[src/rtl/dbg_serial_pkg.sv]
package dbg_serial_pkg;
    typedef enum logic [2:0] {
        RSP_DATA     = 3'd0,
        RSP_DONE     = 3'd1,
        RSP_NOTRDY   = 3'd2,
        RSP_BUSERR   = 3'd3,
        RSP_ILLEGAL  = 3'd4
    } rsp_kind_e;
endpackage

[src/rtl/dbg_sync.sv]
module dbg_sync #(
    parameter int WIDTH  = 2,
    parameter int STAGES = 2
) (
    input  logic             clk,
    input  logic             rst,
    input  logic [WIDTH-1:0] d_i,
    output logic [WIDTH-1:0] q_o
);
    for (genvar b = 0; b < WIDTH; b++) begin : g_bit
        logic [STAGES-1:0] chain_d, chain_q;

        always_comb begin
            chain_d = {chain_q[STAGES-2:0], d_i[b]};
        end

        always_ff @(posedge clk) begin
            if (rst) chain_q <= '0;
            else     chain_q <= chain_d;
        end

        assign q_o[b] = chain_q[STAGES-1];
    end
endmodule

[src/rtl/dbg_rsp_enc.sv]
module dbg_rsp_enc
    import dbg_serial_pkg::*;
#(
    parameter int DATA_W = 16
) (
    input  rsp_kind_e         kind_i,
    input  logic [DATA_W-1:0] data_i,
    output logic [DATA_W:0]   word_o
);
    always_comb begin
        unique case (kind_i)
            RSP_DATA:    word_o = {1'b0, data_i};
            RSP_DONE:    word_o = {1'b0, {DATA_W{1'b1}}};
            RSP_NOTRDY:  word_o = {1'b1, {DATA_W{1'b0}}};
            RSP_BUSERR:  word_o = {1'b1, DATA_W'(1)};
            default:     word_o = {1'b1, {DATA_W{1'b1}}};
        endcase
    end
endmodule

[src/rtl/dbg_shift_engine.sv]
module dbg_shift_engine #(
    parameter int DATA_W = 16
) (
    input  logic              clk,
    input  logic              rst,
    input  logic              freeze_i,
    input  logic              sclk_s_i,
    input  logic              sdi_s_i,
    input  logic              load_i,
    input  logic [DATA_W:0]   load_word_i,
    output logic              pend_full_o,
    output logic              tx_bit_o,
    output logic [DATA_W-1:0] rx_word_o,
    output logic              rx_valid_o
);
    localparam int WORD_W = DATA_W + 1;
    localparam int CNT_W  = $clog2(WORD_W + 1);
    localparam logic [CNT_W-1:0] LAST_BIT = CNT_W'(WORD_W - 1);
    localparam logic [WORD_W-1:0] NOTRDY_WORD = {1'b1, {DATA_W{1'b0}}};

    typedef struct packed {
        logic [CNT_W-1:0]  cnt;
        logic [DATA_W-1:0] rx_sh;
        logic [WORD_W-1:0] tx_sh;
        logic              tx_src;
        logic              pend_v;
        logic [WORD_W-1:0] pend_w;
        logic              rx_valid;
        logic              clk_prev;
    } eng_t;

    eng_t st_d, st_q;
    logic rise, fall;

    always_comb begin
        rise = sclk_s_i & ~st_q.clk_prev;
        fall = ~sclk_s_i & st_q.clk_prev;

        st_d          = st_q;
        st_d.rx_valid = 1'b0;
        st_d.clk_prev = sclk_s_i;

        if (load_i) begin
            st_d.pend_v = 1'b1;
            st_d.pend_w = load_word_i;
        end

        if (!freeze_i) begin
            st_d.cnt = '0;
        end else if (rise) begin
            st_d.rx_sh = {st_q.rx_sh[DATA_W-2:0], sdi_s_i};
            if (st_q.cnt == '0 && st_q.tx_src) st_d.pend_v = 1'b0;
            if (st_q.cnt == LAST_BIT) begin
                st_d.cnt      = '0;
                st_d.rx_valid = 1'b1;
            end else begin
                st_d.cnt = st_q.cnt + 1'b1;
            end
        end else if (fall && st_q.cnt != '0) begin
            st_d.tx_sh = {st_q.tx_sh[WORD_W-2:0], 1'b0};
        end

        if (st_q.cnt == '0 && !(freeze_i && rise)) begin
            st_d.tx_sh  = st_q.pend_v ? st_q.pend_w : NOTRDY_WORD;
            st_d.tx_src = st_q.pend_v;
        end
    end

    always_ff @(posedge clk) begin
        if (rst) begin
            st_q       <= '0;
            st_q.tx_sh <= NOTRDY_WORD;
        end else begin
            st_q <= st_d;
        end
    end

    assign pend_full_o = st_q.pend_v;
    assign tx_bit_o    = st_q.tx_sh[WORD_W-1];
    assign rx_word_o   = st_q.rx_sh;
    assign rx_valid_o  = st_q.rx_valid;

    assert_cnt_range_R2: assert property (@(posedge clk) disable iff (rst)
        st_q.cnt <= LAST_BIT);
    assert_valid_pulse_R2: assert property (@(posedge clk) disable iff (rst)
        rx_valid_o |=> !rx_valid_o);
    assert_no_valid_unfrozen_R7: assert property (@(posedge clk) disable iff (rst)
        !freeze_i |=> !rx_valid_o);
    assert_tx_holds_R3: assert property (@(posedge clk) disable iff (rst)
        (freeze_i && st_q.cnt != '0 && !fall) |=> $stable(st_q.tx_sh));
endmodule

[src/rtl/dbg_serial_target.sv]
module dbg_serial_target
    import dbg_serial_pkg::*;
#(
    parameter int DATA_W      = 16,
    parameter int SYNC_STAGES = 2
) (
    input  logic              clk,
    input  logic              rst,
    input  logic              freeze_i,
    input  logic              norm_stat_i,
    input  logic              sclk_i,
    input  logic              sdi_i,
    output logic              pin_o,
    output logic [DATA_W-1:0] rx_word_o,
    output logic              rx_valid_o,
    input  logic              rsp_valid_i,
    input  logic [2:0]        rsp_kind_i,
    input  logic [DATA_W-1:0] rsp_data_i,
    output logic              rsp_ready_o
);
    logic [1:0]      sync_q;
    logic [DATA_W:0] enc_word;
    logic            pend_full;
    logic            tx_bit;
    logic            load;

    dbg_sync #(.WIDTH(2), .STAGES(SYNC_STAGES)) u_sync (
        .clk (clk),
        .rst (rst),
        .d_i ({sclk_i, sdi_i}),
        .q_o (sync_q)
    );

    dbg_rsp_enc #(.DATA_W(DATA_W)) u_enc (
        .kind_i (rsp_kind_e'(rsp_kind_i)),
        .data_i (rsp_data_i),
        .word_o (enc_word)
    );

    assign rsp_ready_o = ~pend_full;
    assign load        = rsp_valid_i & rsp_ready_o;

    dbg_shift_engine #(.DATA_W(DATA_W)) u_engine (
        .clk         (clk),
        .rst         (rst),
        .freeze_i    (freeze_i),
        .sclk_s_i    (sync_q[1]),
        .sdi_s_i     (sync_q[0]),
        .load_i      (load),
        .load_word_i (enc_word),
        .pend_full_o (pend_full),
        .tx_bit_o    (tx_bit),
        .rx_word_o   (rx_word_o),
        .rx_valid_o  (rx_valid_o)
    );

    assign pin_o = freeze_i ? tx_bit : norm_stat_i;

    assert_accept_fills_R6: assert property (@(posedge clk) disable iff (rst)
        (rsp_valid_i && rsp_ready_o) |=> !rsp_ready_o);
endmodule

[config.mk]
export PLATFORM = sky130hd
export DESIGN_NAME = dbg_serial_target
export DESIGN_NICKNAME = d
export VERILOG_FILES = /design/src/rtl/dbg_serial_pkg.sv /design/src/rtl/dbg_sync.sv /design/src/rtl/dbg_rsp_enc.sv /design/src/rtl/dbg_shift_engine.sv /design/src/rtl/dbg_serial_target.sv
export SDC_FILE = /design/constraint.sdc
export NUM_CORES = 1
export LEC_CHECK = 0
export ABC_AREA = 1
export BUFFER_PORTS_ARGS = -buffer_cell sky130_fd_sc_hd__buf_2
export CORE_MARGIN = 10
export CORE_UTILIZATION = 55
export CTS_BUF_LIST = sky130_fd_sc_hd__clkbuf_4 sky130_fd_sc_hd__clkbuf_8
export DETAILED_ROUTE_END_ITERATION = 7
export GPL_TIMING_DRIVEN = 0
export PLACE_DENSITY = 0.87
export SLEW_MARGIN = 20
export SYNTH_ARGS = -nofsm -noshare
export SYNTH_HDL_FRONTEND = slang
export SYNTH_SLANG_ARGS = --single-unit
[constraint.sdc]
create_clock -name clk -period 2 [get_ports clk]
set_input_delay 0.4 -clock clk [delete_from_list [all_inputs] [get_ports clk]]
set_output_delay 0.4 -clock clk [all_outputs]
set_load 0.01 [all_outputs]
Yosys cells after proc, flatten, opt, wreduce, memory -nomap -nowiden --
Cells that the tools add are included.
Storage, ports and cells: bits of input ports 26, output and inout bits 19, word-level logic and storage cells 51, bits in registers 63
Operators by class: bitwise operators 8, $add $sub $neg 1, equality and inequality tests 5, reductions and logical operators 14, multiplexer cells 13
Operator list (count):
- $mux 17 | 4
- $pmux 17 s4 | 1
- $mux 18 | 2
- $eq 3x2->1 const B | 2
- $add 5x1->5 const B | 1
- $eq 5x5->1 const B | 1
- $logic_not 5->1 | 1
- $mux 1 | 5
- $mux 5 | 1
- $not 1->1 | 5
- $reduce_bool 5->1 | 1
- $logic_and 1x1->1 | 4
- $reduce_bool 2->1 | 2
- $and 1x1->1 | 3
- $eq 3x1->1 const B | 1
- $logic_not 3->1 | 1
- $reduce_and 3->1 | 1
- $reduce_or 3->1 | 1
- $ne 2x2->1 const B | 1
- $reduce_and 2->1 | 1
- $reduce_or 2->1 | 1
- $logic_not 1->1 | 1

Longest topological paths before layout --
depth after elaboration 7, depth in mapped cells 11, mapped depth without buffers 9

Modules after synthesis --
Synthesis repeated with hierarchy kept, for this count alone.
Unflattened totals: cell total of the unflattened synthesis 436, area total of the unflattened synthesis 3054.2 um2
By module, submodules not included:
- dbg_shift_engine | sequential area each 1181.1 um2, area an instance 2702.6 um2, cells each 377, instances 1
- dbg_rsp_enc | sequential area each 0.0 um2, area an instance 200.2 um2, cells each 38, instances 1
- dbg_sync | sequential area each 80.1 um2, area an instance 125.1 um2, cells each 14, instances 1
- dbg_serial_target | sequential area each 0.0 um2, area an instance 26.3 um2, cells each 7, instances 1

Least setup slack after synthesis --
No wires, ideal clock.
path type register to register, start reg u_engine.st_q[54] in the netlist's numbering, end reg u_engine.st_q[28] in the netlist's numbering, stages on the path, launching flop included 12, path slack 587 ps, arrival 1301 ps, path buffers 2, period minus slack after synthesis 1413 ps, required time 1889 ps, setup time 111 ps, cell sequence dfxtp_1 inv_1 ha_1 nand2_1 nor2_2 nand3_2 buf_6 buf_6 nand2_1 nand2_1 nor2_1 nor2_1
Between the ends: cells in the longest elaborated chain, start to end 4, elaborated cells on any way between the ends 9, those cells by class eq/ne (1); mux (1); reduce/logical (7)
RTL lines:
- from (decl) | line dbg_shift_engine.sv:32 | eng_t st_d, st_q;
- from (signal assigned) | line dbg_shift_engine.sv:74 | st_q <= st_d;
- $logic_not 5->1 / $reduce_bool 5->1 (equally long branches) | line dbg_shift_engine.sv:63, dbg_shift_engine.sv:59
- $logic_and 1x1->1, on equally long branches | line dbg_shift_engine.sv:63, dbg_shift_engine.sv:59
- $ne 2x2->1 (no line) / $reduce_bool 2->1 (equally long branches)
- $reduce_and 3->1 (no line)
Several ways; a longest one is shown, not always the timed one. A chain may end at the register's enable or synchronous reset.

Worst setup path in the final report --
start reg u_engine.st_q[54] in the netlist's numbering, end reg u_engine.st_q[36] in the netlist's numbering
The elaborated chain is that of the path after synthesis.

==> results by stage <==
Finish:
- The number of fillers in the final layout is roughly 460.
- 0 antenna diodes ended up in the layout.
- Once layout is complete, the cells apart from fillers number 531.
- The number of nets in the finished design is roughly 490.
- The layout overhead on the synthesized area is 18.5%.
- The most common cell after layout, fill and taps aside is sky130_fd_sc_hd__nand2_1.
- Of the cells placed in the final design, the portion with a size suffix greater than 1 is 0.215.
- Leaving out fill and tap cells, the most frequent cells in the layout are 122 x sky130_fd_sc_hd__nand2_1, 63 x sky130_fd_sc_hd__dfxtp_1, 53 x sky130_fd_sc_hd__nor2_1.

Clock tree:
- Clock tree synthesis found a total of 63 sinks.
- The latest clock arrival within the worst-skew pair is between 300 and 400 ps.
- The CTS tree is built.
- Clock-pin slew was measured on the worst setup and hold paths at about 70 ps.
- Clock tree synthesis inserted a total of 9 buffers.
- No sink is reached through more buffers than the 2 on the longest clock path.
- The number of gates resized after CTS was 0.
- The number of hold buffers added after cts is 0.
- CTS built an H-tree with a depth of 3.
- The root buffer cell chosen for the clock tree is sky130_fd_sc_hd__clkbuf_8.
- Buffers added to address setup during post-CTS repair amount to 0.

Timing:
- The final clock skew is approximately 8 ps.
- At the pin with the least slew margin, the transition time is between 400 and 500 ps.
- Setup repair after global routing left no endpoint under its margin.
- Across all hold checks on the routed design, the worst slack comes to between 200 and 300 ps.
- The count of final hold-check violations came to 0.
- The final clock period utilization by the worst path is 0.799.
- The max-slew violation total from the final report is 0.
- For the final routed database, the setup TNS stands at 0 ps.
- Setup violations remaining at the end of the flow were counted as 0.
- Measured against its own limit, the worst slew margin works out to 0.690.
- Across all setup checks in the final design, the least slack found is a little over 400 ps.
- The achievable clock frequency is 626 MHz.
- The time the final worst path needs with I/O delays and setup is roughly 1600 ps.

Synthesis:
- The number of warning messages in the yosys log is 0.
- The number of nets in the synthesized netlist is approximately 430.
- The unique cell type count in the Yosys netlist is 28.
- The netlist area before placement is about 2900 um^2.
- After synthesis, the mean cell area works out to ~7 um^2.
- The flip-flop and latch count after synthesis is 63.
- The predominant post-synthesis flop cell is sky130_fd_sc_hd__dfxtp_1.
- The sequential fraction of the synthesis area is 0.437.
- The number of enable flip-flop cells after synthesis is 0.
- The number of instances in the synthesized netlist is roughly 400.
- The fraction of registers with async set or reset after synthesis is 0.

Critical path:
- The worst setup path is of the register to register kind.
- Together, buffers and inverters on the worst path number 3.
- In this run the worst path has a maximum fanout of 10.
- The delay of the slowest cell on the worst path is roughly 340 ps.
- The worst setup path is launched from a register.
- The cell repeated most along the worst path is sky130_fd_sc_hd__nand2_1.
- The endpoint class of the critical path is a register.
- The required time of the critical path is about 2200 ps.
- Among cell families on the critical path, the largest total delay comes from simple AND/OR/NAND/NOR gates.
- The largest individual stage delay along the critical path comes from the cell sky130_fd_sc_hd__dfxtp_1.
- Data arrives at the worst endpoint at between 1500 and 2000 ps.
- The critical path goes through inv_1 -> ha_1 -> nand2_1 -> nor2_2 -> nand3_2 -> buf_6 -> buf_6 -> nand2_1 -> nand2_1 -> nor2_1 -> nor2_1.

Floorplanning:
- Measured along the x axis, the die boundary spans 92.4 um.
- In this run the core area contains 26 standard-cell rows.
- The die outline area is approximately 8500 um^2.
- The initial core utilization is 0.565.
- The region available for standard cell placement spans approximately 5000 um^2.
- 45 I/O pins were placed.
- The floorplan step set the die height to 92.4 um.

Placed design:
- Routability-driven placement finished with a final weighted congestion of a little over 0.8.
- Buffers placed on the I/O ports in this run total between 40 and 50.
- The number of placed instances, taps included, is 516.
- The HPWL after detailed placement is approximately 4700 um.
- The worst slack at placement is about 430 ps.

Detailed routing:
- The number of nets with antenna violations after routing is 0.
- The final routed DRC violation total is 0.
- The detailed-route via count is roughly 2700.
- The violation count after the first detailed-routing iteration is ~190.
- The final layout contains routed wiring with a total length of 6630 um.
- After detailed routing, the number of vias per cell comes to just over 5.
- The first detailed-routing pass ran for 4 iterations.
- The routed wirelength normalized by instance count is roughly 12 um.

Global route:
- The pin count of the biggest net entering global routing is 11.
- For this run, the total global-route usage over all layers was measured as 0.160.
- For this run the aggregate overflow at the end of global routing stands at 0.
- The via count of the first global-routing pass is around 2500.
- The initial antenna violation count is 0.
- The global-route wire length before repair is around 11000 um.

Run:
- The number of violations of the max-capacitance limit is 0.

Pwr:
- The analysis attributes to cell leakage a power of about 1.6 nW.
- Dividing total power by cell area gives a power density of ~840 nW/um^2.
- The worst-case IR drop observed on VDD is around 680 uV.

Outcome:
- The flow ran to the end, and the final reports show no timing, DRC or antenna violations.

Min path:
- In this run the worst hold path is classified as input pin to register.
==> layout make-up <==
cell class | instances | area, um^2 | share of cell area
plain buffers | 36 | 246 | 0.0721
inverters | 27 | 101 | 0.0296
multi-input cells | 277 | 1280 | 0.373
well taps | 70 | 87.6 | 0.0256
flip-flops and latches | 63 | 1260 | 0.369
clock inverters | 3 | 65.1 | 0.0190
repair buffers | 43 | 215 | 0.0630
clock buffers | 12 | 165 | 0.0483
==> registers in the layout (all words and copies together) (netlist names) <==
name,cells
u_engine.st_q,40
u_engine.rx_word_o,16
u_engine.tx_bit_o,1
u_sync.g_bit.chain_q,4
u_engine.pend_full_o,1
u_engine.rx_valid_o,1
==> worst register-to-register path: stages, from the launching register on <==
cell and delay [ps]:
sky130_fd_sc_hd__dfxtp_1 340, sky130_fd_sc_hd__inv_1 90, sky130_fd_sc_hd__ha_1 190, sky130_fd_sc_hd__nand2_1 70, sky130_fd_sc_hd__nor2_2 130, sky130_fd_sc_hd__nand3_2 110
sky130_fd_sc_hd__buf_6 160, sky130_fd_sc_hd__buf_6 140, sky130_fd_sc_hd__nand2_1 60, sky130_fd_sc_hd__nand2_1 50, sky130_fd_sc_hd__nor2_1 100, sky130_fd_sc_hd__nor2_1 40
==> power by group <==
group          total (W)  switching (W)  leakage, nW  internal, W
combinational   0.000272       0.000166        0.938     0.000105
sequential       0.00134      0.0000284        0.515      0.00131
clock            0.00127       0.000474        0.118     0.000795
==> cell usage after synthesis (2+ instances only) <==
master                     count  share of area
sky130_fd_sc_hd__nand2_1     122           0.16
sky130_fd_sc_hd__o21ai_0      18          0.031
sky130_fd_sc_hd__nand3b_1     12          0.031
sky130_fd_sc_hd__nand3_1      16          0.028
sky130_fd_sc_hd__buf_2         5         0.0087
sky130_fd_sc_hd__a21oi_1      37          0.064
sky130_fd_sc_hd__inv_1        24          0.031
sky130_fd_sc_hd__inv_2         3         0.0039
sky130_fd_sc_hd__nand3_2       2         0.0069
sky130_fd_sc_hd__ha_1          2         0.0087
sky130_fd_sc_hd__nor2_2        2         0.0043
sky130_fd_sc_hd__dfxtp_1      63           0.44
sky130_fd_sc_hd__buf_6         5          0.020
sky130_fd_sc_hd__buf_4        18          0.047
sky130_fd_sc_hd__clkbuf_1      7         0.0091
sky130_fd_sc_hd__nor3_1        3         0.0052
sky130_fd_sc_hd__nor2_1       53          0.069
==> metrics by stage <==
stage / total power [W] / area (um^2) / utilization
after global routing: 0.00301 / 3420 / 0.669
final: 0.00288 / 3420 / 0.669
after global placement: 0.00162 / 3190 / 0.624
after floorplan: 0.00155 / 2890 / -
after CTS: 0.00289 / 3420 / 0.669
after detailed placement: 0.00163 / 3190 / 0.624
==> metal layers <==
metal	track usage	up-vias	share of wire
met1	0.184	1232	0.44
li1	-	1367	-
met2	0.262	68	0.48
met3	0.0613	12	0.064
met5	0	-	0
met4	0.0681	0	0.018
==> worst paths after layout <==
| kind | endpoint | slack [ps] | from | cells past startpoint |
|---|---|---|---|---|
| max | u_engine.st_q[36] | 400 | u_engine.st_q[54] | 11 |
| min | u_sync.g_bit[0].chain_q[0] | 260 | sdi_i | 3 |
| max reg2reg | u_engine.st_q[36] | 400 | u_engine.st_q[54] | 11 |
| min reg2reg | u_sync.g_bit[1].chain_q[1] | 410 | u_sync.g_bit[1].chain_q[0] | 2 |
==> kinds of logic (layout without fill, tap and decap cells) <==
family | after synthesis | count (layout) | share of synthesized area
compound gates | 58 | 58 | 0.106
xor+xnor | 1 | 1 | 0.00304
fa+ha+maj | 2 | 2 | 0.00867
buf+inv | 63 | 121 | 0.121
flops | 63 | 63 | 0.437
simple gates | 216 | 216 | 0.325
No activity file was read; power rests on OpenSTA's default activity.
